### config.mk
export PLATFORM = sky130hd
export DESIGN_NAME = memtype_resolver
export DESIGN_NICKNAME = d
export VERILOG_FILES = /design/src/rtl/memtype_pkg.sv /design/src/rtl/mt_cfg_regs.sv /design/src/rtl/mt_fixed_lookup.sv /design/src/rtl/mt_var_match.sv /design/src/rtl/memtype_resolver.sv
export SDC_FILE = /design/constraint.sdc
export NUM_CORES = 2
export LEC_CHECK = 0
export BUFFER_PORTS_ARGS = -buffer_cell sky130_fd_sc_hd__buf_2
export CAP_MARGIN = 0
export CORE_MARGIN = 1
export CORE_UTILIZATION = 36
export CTS_CLUSTER_DIAMETER = 80
export DETAILED_ROUTE_END_ITERATION = 8
export SYNTH_ARGS = -nofsm -noshare
export SYNTH_HDL_FRONTEND = slang
export SYNTH_SLANG_ARGS = --single-unit
### constraint.sdc
create_clock -name clk -period 30.7 [get_ports clk]
set_clock_uncertainty 0.15 [all_clocks]
set_input_delay 6.14 -clock clk [delete_from_list [all_inputs] [get_ports clk]]
set_output_delay 6.14 -clock clk [all_outputs]
set_load 0.05 [all_outputs]
### src/rtl/memtype_pkg.sv
// Package: shared constants for the memory type resolver.
// Assumes the select map and type codes below are fixed across the block.
package memtype_pkg;
    localparam logic [7:0] MT_UC    = 8'h00;
    localparam logic [7:0] MT_WT    = 8'h04;
    localparam logic [7:0] MT_WB    = 8'h06;
    localparam logic [7:0] MT_SPLIT = 8'hFE;
    localparam logic [7:0] MT_NONE  = 8'hFF;

    localparam int FIX_WORDS   = 11;
    localparam int FIX_ENTRIES = FIX_WORDS * 8;

    localparam int SEL_CTRL = 0;
    localparam int SEL_TOP  = 1;
    localparam int SEL_FIX0 = 2;
    localparam int SEL_VAR0 = 16;
endpackage

### src/rtl/mt_cfg_regs.sv
// Module: configuration storage for the resolver.
// Holds control, boundary, fixed table and variable range registers.
// Assumes ADDR_W lies between 33 and 64; writes land on the clock edge.
module mt_cfg_regs
    import memtype_pkg::*;
#(
    parameter int ADDR_W  = 52,
    parameter int NUM_VAR = 8,
    parameter int SEL_W   = 5
) (
    input  logic                             clk,
    input  logic                             rst_n,
    input  logic                             we,
    input  logic [SEL_W-1:0]                 sel,
    input  logic [63:0]                      wdata,
    output logic                             loaded,
    output logic [1:0]                       en,
    output logic [7:0]                       def_type,
    output logic [ADDR_W-1:0]                top_bound,
    output logic [FIX_ENTRIES*8-1:0]         fix_tbl,
    output logic [NUM_VAR-1:0][ADDR_W-1:0]   var_base,
    output logic [NUM_VAR-1:0][ADDR_W-1:0]   var_mask,
    output logic [NUM_VAR-1:0][7:0]          var_type,
    output logic [NUM_VAR-1:0]               var_on
);
    localparam int PG_W = ADDR_W - 12;

    // Control word and loaded flag.
    always_ff @(posedge clk) begin
        if (!rst_n) begin
            loaded   <= 1'b0;
            en       <= 2'b00;
            def_type <= 8'h00;
        end else if (we && sel == SEL_W'(SEL_CTRL)) begin
            loaded   <= 1'b1;
            en       <= wdata[9:8];
            def_type <= wdata[7:0];
        end
    end

    // Upper-memory boundary register.
    always_ff @(posedge clk) begin
        if (!rst_n)
            top_bound <= '0;
        else if (we && sel == SEL_W'(SEL_TOP))
            top_bound <= wdata[ADDR_W-1:0];
    end

    // Fixed table, one 64-bit word per select.
    for (genvar k = 0; k < FIX_WORDS; k++) begin : g_fix
        always_ff @(posedge clk) begin
            if (!rst_n)
                fix_tbl[k*64 +: 64] <= '0;
            else if (we && sel == SEL_W'(SEL_FIX0 + k))
                fix_tbl[k*64 +: 64] <= wdata;
        end
    end

    // Variable range base and mask pairs, page bits only.
    for (genvar g = 0; g < NUM_VAR; g++) begin : g_var
        logic [PG_W-1:0] base_pg, mask_pg;

        // Base word: page-aligned base plus type byte.
        always_ff @(posedge clk) begin
            if (!rst_n) begin
                base_pg     <= '0;
                var_type[g] <= 8'h00;
            end else if (we && sel == SEL_W'(SEL_VAR0 + 2*g)) begin
                base_pg     <= wdata[ADDR_W-1:12];
                var_type[g] <= wdata[7:0];
            end
        end

        // Mask word: page-aligned mask plus participation bit.
        always_ff @(posedge clk) begin
            if (!rst_n) begin
                mask_pg   <= '0;
                var_on[g] <= 1'b0;
            end else if (we && sel == SEL_W'(SEL_VAR0 + 2*g + 1)) begin
                mask_pg   <= wdata[ADDR_W-1:12];
                var_on[g] <= wdata[11];
            end
        end

        assign var_base[g] = {base_pg, 12'h000};
        assign var_mask[g] = {mask_pg, 12'h000};
    end

    // once loaded, the flag stays set until reset.
    p_loaded_sticky_r12: assert property (@(posedge clk) disable iff (!rst_n)
        loaded |=> loaded);
endmodule

### src/rtl/mt_fixed_lookup.sv
// Module: fixed-table index decode for the first megabyte.
// Three granule sizes: 64 KiB, then 16 KiB, then 4 KiB.
// Assumes start is meaningful only when in_fixed is high.
module mt_fixed_lookup
    import memtype_pkg::*;
#(
    parameter int ADDR_W = 52
) (
    input  logic [ADDR_W-1:0]        start,
    input  logic [FIX_ENTRIES*8-1:0] fix_tbl,
    output logic                     in_fixed,
    output logic [7:0]               fix_type
);
    logic [6:0] idx;

    // Pick granule band and derive the table index.
    always_comb begin
        in_fixed = start < ADDR_W'(20'hFFFFF) + ADDR_W'(1);
        if (start < ADDR_W'(20'h80000))
            idx = {4'd0, start[18:16]};
        else if (start < ADDR_W'(20'hC0000))
            idx = 7'd8 + {3'd0, start[17:14]};
        else
            idx = 7'd24 + {1'b0, start[17:12]};
    end

    assign fix_type = fix_tbl[{idx, 3'b000} +: 8];

    // an index inside the first megabyte never leaves the table.
    always_comb begin
        if (in_fixed)
            p_fix_index_r3: assert (int'(idx) < FIX_ENTRIES);
    end
endmodule

### src/rtl/mt_var_match.sv
// Module: base/mask comparison of one variable range.
// Reports separately whether start and last byte fall inside the range.
// Assumes base and mask already have their low 12 bits cleared.
module mt_var_match #(
    parameter int ADDR_W = 52
) (
    input  logic [ADDR_W-1:0] start,
    input  logic [ADDR_W-1:0] last,
    input  logic [ADDR_W-1:0] base,
    input  logic [ADDR_W-1:0] mask,
    output logic              hit_s,
    output logic              hit_e
);
    logic [ADDR_W-1:0] ref_key;

    // Masked compare of both ends against the masked base.
    always_comb begin
        ref_key = base & mask;
        hit_s   = (start & mask) == ref_key;
        hit_e   = (last  & mask) == ref_key;
    end
endmodule

### src/rtl/memtype_resolver.sv
// Module: top of the memory type resolver.
// Decodes control and fixed table, folds variable ranges in index order,
// applies the boundary rule and registers the result for one cycle.
// Assumes ADDR_W > 32 and cfg_wdata covers the address width.
module memtype_resolver
    import memtype_pkg::*;
#(
    parameter int  ADDR_W    = 52,
    parameter int  NUM_VAR   = 8,
    parameter bit  HAS_FIXED = 1'b1,
    localparam int SEL_W     = $clog2(SEL_VAR0 + 2*NUM_VAR)
) (
    input  logic              clk,
    input  logic              rst_n,
    input  logic              cfg_we,
    input  logic [SEL_W-1:0]  cfg_sel,
    input  logic [63:0]       cfg_wdata,
    input  logic              req_valid,
    input  logic [ADDR_W-1:0] req_start,
    input  logic [ADDR_W-1:0] req_end,
    output logic              rsp_valid,
    output logic [7:0]        rsp_type
);
    logic                           loaded;
    logic [1:0]                     en;
    logic [7:0]                     def_type;
    logic [ADDR_W-1:0]              top_bound;
    logic [FIX_ENTRIES*8-1:0]       fix_tbl;
    logic [NUM_VAR-1:0][ADDR_W-1:0] var_base, var_mask;
    logic [NUM_VAR-1:0][7:0]        var_type;
    logic [NUM_VAR-1:0]             var_on;
    logic [NUM_VAR-1:0]             hit_s, hit_e;
    logic [ADDR_W-1:0]              last;
    logic                           in_fixed;
    logic [7:0]                     fix_type;
    logic [7:0]                     acc, early, nxt;
    logic                           stop;

    assign last = req_end - ADDR_W'(1);

    mt_cfg_regs #(.ADDR_W(ADDR_W), .NUM_VAR(NUM_VAR), .SEL_W(SEL_W)) u_cfg (
        .clk(clk), .rst_n(rst_n), .we(cfg_we), .sel(cfg_sel), .wdata(cfg_wdata),
        .loaded(loaded), .en(en), .def_type(def_type), .top_bound(top_bound),
        .fix_tbl(fix_tbl), .var_base(var_base), .var_mask(var_mask),
        .var_type(var_type), .var_on(var_on)
    );

    mt_fixed_lookup #(.ADDR_W(ADDR_W)) u_fix (
        .start(req_start), .fix_tbl(fix_tbl),
        .in_fixed(in_fixed), .fix_type(fix_type)
    );

    for (genvar g = 0; g < NUM_VAR; g++) begin : g_match
        mt_var_match #(.ADDR_W(ADDR_W)) u_match (
            .start(req_start), .last(last),
            .base(var_base[g]), .mask(var_mask[g]),
            .hit_s(hit_s[g]), .hit_e(hit_e[g])
        );
    end

    // Priority fold over ranges in ascending order; first settling range wins.
    always_comb begin
        logic [7:0] a2, c2;
        acc   = MT_NONE;
        early = MT_UC;
        stop  = 1'b0;
        for (int i = 0; i < NUM_VAR; i++) begin
            a2 = acc;
            c2 = var_type[i];
            if (!stop && var_on[i]) begin
                if (hit_s[i] != hit_e[i]) begin
                    early = MT_SPLIT;
                    stop  = 1'b1;
                end else if (hit_s[i]) begin
                    if (acc == MT_NONE) begin
                        acc = c2;
                    end else if (acc == MT_UC || c2 == MT_UC) begin
                        early = MT_UC;
                        stop  = 1'b1;
                    end else begin
                        if ((a2 == MT_WB && c2 == MT_WT) || (a2 == MT_WT && c2 == MT_WB)) begin
                            a2 = MT_WT;
                            c2 = MT_WT;
                        end
                        if (a2 != c2) begin
                            early = MT_UC;
                            stop  = 1'b1;
                        end else begin
                            acc = a2;
                        end
                    end
                end
            end
        end
    end

    // Final selection across the lookup stages.
    always_comb begin
        if (!loaded || en == 2'b00)
            nxt = MT_NONE;
        else if (HAS_FIXED && in_fixed)
            nxt = fix_type;
        else if (!en[1])
            nxt = def_type;
        else if (stop)
            nxt = early;
        else if (top_bound != '0 && req_start[ADDR_W-1:32] != '0 && last < top_bound)
            nxt = MT_WB;
        else if (acc != MT_NONE)
            nxt = acc;
        else
            nxt = def_type;
    end

    // Output register: valid follows the strobe, type holds between requests.
    always_ff @(posedge clk) begin
        if (!rst_n) begin
            rsp_valid <= 1'b0;
            rsp_type  <= MT_NONE;
        end else begin
            rsp_valid <= req_valid;
            if (req_valid)
                rsp_type <= nxt;
        end
    end

    // a request yields a response exactly one cycle later.
    p_rsp_follows_req_r2: assert property (@(posedge clk) disable iff (!rst_n)
        req_valid |=> rsp_valid);
    // no request, no response, and the type holds.
    p_rsp_idle_r2: assert property (@(posedge clk) disable iff (!rst_n)
        !req_valid |=> !rsp_valid && $stable(rsp_type));
    // unloaded or fully disabled configuration gives no information.
    p_unloaded_none_r1: assert property (@(posedge clk) disable iff (!rst_n)
        req_valid && (!loaded || en == 2'b00) |=> rsp_type == MT_NONE);
    // variable ranges off outside the fixed region gives the default.
    p_var_off_default_r4: assert property (@(posedge clk) disable iff (!rst_n)
        req_valid && loaded && en == 2'b01 && !(HAS_FIXED && in_fixed)
        |=> rsp_type == $past(def_type));
    // a straddle on the lowest range always decides the result.
    p_first_split_r6: assert property (@(posedge clk) disable iff (!rst_n)
        req_valid && loaded && en[1] && !(HAS_FIXED && in_fixed)
        && var_on[0] && hit_s[0] != hit_e[0] |=> rsp_type == MT_SPLIT);
endmodule

==> results by stage <==
Placement:
- The placer congestion estimate is 0.9851.
- Before CTS, the worst setup slack after placement is 11.00 ns.
- Buffers placed on the I/O ports in this run total 173.
- The HPWL after detailed placement is 240900 µm.

Critical path:
- The peak per-stage delay on the critical path is 1.00 ns.
- The type of origin of the critical path is an input port.
- The cell occurring most often along the worst timing path is sky130_fd_sc_hd__or4_1.
- The worst setup path is of the in2reg kind.
- Data on the critical path is required at its endpoint by 31.28 ns.
- The count of buffer and inverter cells on the critical path is 3.
- The slowest stage cell on the critical path is sky130_fd_sc_hd__or4_1.
- The kind of cell with the highest combined delay along the critical path is simple AND/OR/NAND/NOR gates.
- The largest fanout on the critical path is 17.
- The critical path capture point type is a flip-flop.
- Data arrives at the worst endpoint at 19.63 ns.

Timing:
- The number of hold violations in the final report is 0.
- Dividing the final minimum period by the clock period gives 0.6207.
- The worst-margin pin slew is 1.264 ns.
- The total negative setup slack is 0 ns.
- The number of slew-limit violations in the final report is 0.
- The count of final setup violators is 0.
- For the finished layout, the period the worst path requires is 19.06 ns.
- The timing-limited maximum frequency is 52.48 MHz.
- The remaining max-slew budget at the tightest pin is 0.1547.
- Setup slack closes at 11.64 ns.
- Setup repair after global routing left no endpoint under its margin.

CTS:
- The clock buffer count from CTS is 168.
- The number of sinks handled by clock tree synthesis is 1488.
- TritonCTS built the clock tree.
- Post-CTS timing repair inserted 0 buffers for setup.
- The count of cells resized by post-cts repair is 0.
- After clock tree synthesis, the clock-pin slew on the worst setup and hold paths is 0.06 ns.
- The hold-fix buffer count after cts is 0.
- The clock reaches the later pin of the worst-skew pair after 0.88 ns.
- The H-tree was split into 4 levels.
- The maximum clock insertion buffer count is 3.
- In this run the clock root is driven by a sky130_fd_sc_hd__clkbuf_16.

Cells and area:
- The multi-input logic area is 49520 µm².
- Compared with the post-synthesis result, the final layout area differs by 10.63%.
- The sequential cells in the finished layout cover a total of 29790 µm².
- The final layout net count is 10940.
- The layout cell share with drive strength beyond 1 is 0.07533.
- The share of the core filled with cells is 0.4023.
- The number of inserted filler cells in the final layout is 23150.

Yosys:
- The flip-flop and latch count after synthesis is 1488.
- Yosys mapped the design onto 117 distinct sky130hd cell types.
- The number of nets in the synthesized netlist is 11310.
- For this run, the number of Yosys warnings is 0.
- The predominant post-synthesis flop cell is sky130_fd_sc_hd__dfxtp_1.
- The async set or reset register ratio after synthesis is 0.
- The number of enable flip-flop cells after synthesis is 0.
- Synthesis handed over a netlist of 11080 instances.
- Of the synthesized area, sequential elements account for 0.3587.
- Summing every instance area after synthesis gives 83050 µm².
- A synthesized cell averages 7.493 µm².

Global route:
- The initial antenna violation count is 38.
- The first global-routing pass estimated 542600 µm of wire.
- The overall fraction of global-route tracks in use is 0.3179.
- Global routing finished with a remaining overflow of 0.
- The via count of the first global-routing pass is 75840.
- Entering global routing, the biggest net connects 259 pins.

Power:
- Summing internal, switching and leakage power gives 4.522 mW.
- VDD sags by at most 0.00004813 V.
- In this run the power density over the cells is 49.22 nW/µm².
- The reported leakage power is 30.33 nW.

Run status:
- The run finished with clean final reports.

Route:
- The detail route stage leaves a number of antenna-violating nets equal to 0.
- The detailed router finished its first iteration with 10050 violations.
- Across all layers, the routed design uses 82300 vias.
- The DRC violations left is 0.
- The wire length per cell is 27.56 µm.
- The average via count per standard cell is 5.940.
- The number of detailed-route iterations in the first pass is 7.
- The total wirelength of the detailed-routed design is 381800 µm.

Die:
- The number of rows created at floorplan is 175.
- The area enclosed by the die boundary is 232600 µm².
- The effective utilization at floorplan is 0.3637.
- The number of ports placed on the die boundary is 186.
- The core area is 228400 µm².
- Measured along the y axis, the die boundary spans 482.3 µm.
- In this run the horizontal extent of the chip is 482.3 µm.

Run:
- The number of max-capacitance violations reported is 0.

Worst hold path:
- The class of the tightest hold or removal check is reg2reg.
[metrics by stage]
| stage | cell area, µm² | instances | hold WS, ns |
|---|---|---|---|
| 2_1_floorplan | 83050 | 11080 | 0.2900 |
| 3_3_place_gp | 86280 | 13550 | 0.2998 |
| 3_5_place_dp | 86280 | 13550 | 0.3081 |
| 4_1_cts | 91840 | 13840 | 0.3160 |
| 5_1_grt | 91860 | 13850 | 0.3322 |
| 6_report | 91880 | 13860 | 0.3117 |
[where the power goes]
group | internal [mW] | switching [mW] | total, mW
Clock | 1.17 | 0.887 | 2.06
Sequential | 1.95 | 0.0127 | 1.96
Combinational | 0.134 | 0.372 | 0.506
[worst paths after layout]
path | startpoint | end | slack [ns] | depth (start not counted)
worst max-delay path | req_end[12] | rsp_type[7] | 11.64 | 30
worst max register to register | u_cfg.g_var[1].base_pg[30] | rsp_type[7] | 18.25 | 28
worst min register to register | u_cfg.fix_tbl[165] | u_cfg.fix_tbl[165] | 0.31 | 2
worst min-delay path | u_cfg.fix_tbl[165] | u_cfg.fix_tbl[165] | 0.31 | 2
[synth_stat cells, types with 54 or more instances]
| cell | number | area share |
|---|---|---|
| sky130_fd_sc_hd__nand2_1 | 3852 | 0.17 |
| sky130_fd_sc_hd__a21boi_0 | 1493 | 0.13 |
| sky130_fd_sc_hd__dfxtp_1 | 1488 | 0.36 |
| sky130_fd_sc_hd__clkbuf_1 | 841 | 0.038 |
| sky130_fd_sc_hd__xor2_1 | 386 | 0.041 |
| sky130_fd_sc_hd__nand3_1 | 293 | 0.018 |
| sky130_fd_sc_hd__xnor2_1 | 270 | 0.028 |
| sky130_fd_sc_hd__a22oi_1 | 185 | 0.017 |
| sky130_fd_sc_hd__nor2_1 | 184 | 0.0083 |
| sky130_fd_sc_hd__inv_1 | 168 | 0.0076 |
| sky130_fd_sc_hd__a311oi_1 | 135 | 0.014 |
| sky130_fd_sc_hd__a21oi_1 | 126 | 0.0076 |
| sky130_fd_sc_hd__nand4_1 | 122 | 0.0092 |
| sky130_fd_sc_hd__and3_1 | 106 | 0.0080 |
| sky130_fd_sc_hd__o21ai_0 | 99 | 0.0060 |
| sky130_fd_sc_hd__nor4_1 | 92 | 0.0069 |
| sky130_fd_sc_hd__nor3_1 | 83 | 0.0050 |
| sky130_fd_sc_hd__buf_1 | 68 | 0.0031 |
| sky130_fd_sc_hd__a31oi_1 | 66 | 0.0050 |
| sky130_fd_sc_hd__a211oi_1 | 54 | 0.0049 |
[layer usage]
metal  global-route usage  part of all wire
met1               0.4016              0.39
met2               0.4863              0.43
met3              0.07315              0.10
met4               0.2025             0.073
met5                    0           0.00029
[worst register-to-register path, delay by kind of cell, from the launching register on]
kind	cells	cell delay, ns
xor gates and xnor gates	1	0.18
and+or+nand+nor	12	4.97
muxes	2	0.70
DFF	1	0.37
AOI/OAI and AO/OA	13	5.97
[registers in the layout, summed over array words and instances, names as in the netlist]
register / cells
rsp_valid: 1
u_cfg.top_bound: 52
u_cfg.en: 2
u_cfg.g_var.mask_pg: 320
u_cfg.fix_tbl: 704
u_cfg.def_type: 8
rsp_type: 8
u_cfg.var_on: 8
u_cfg.var_type: 64
u_cfg.loaded: 1
u_cfg.g_var.base_pg: 320
[layout make-up]
cell class / count / area share
repair buffers: 391 / 0.02803
well taps: 3009 / 0.04098
inverters: 169 / 0.006904
diodes: 13 / 0.0003541
clock buffers: 253 / 0.05349
flip-flops and latches: 1488 / 0.3242
multi-input cells: 8488 / 0.5390
clock inverters: 44 / 0.007027
[cells in the final DEF, fill, tap and decap left out, drive strengths merged, types with 24 or more instances in the layout]
cell type  netlist  layout
nand2         3852    3852
a211oi          56      56
nor4           108     108
a22o            29      29
nand3          293     293
clkbuf         841     253
xnor2          271     271
nand4          123     123
o21ai          110     110
or3             36      36
nor2           186     186
and3           106     106
o22ai           28      28
and4            40      40
dfxtp         1488    1488
a21oi          127     127
or4             30      30
ha              53      53
nor3            85      85
a221oi          29      29
a31oi           67      67
a311oi         136     136
nor2b           38      38
inv            169     177
or2             24      24
a222oi          29      29
xor2           387     387
clkinv           0      26
a22oi          185     185
buf             98     391
mux2i           49      49
a21boi        1496    1496
o211ai          30      30
nand2b          41      41
[logic make-up after synthesis]
group	after synthesis	synth area share
simple gates	5067	0.2604
compound gates	2631	0.2401
flops	1488	0.3587
buf+inv	1108	0.05066
xor+xnor	677	0.07477
mux	60	0.007397
fa+ha+maj	53	0.007985
Power figures use the tool's default switching activity.
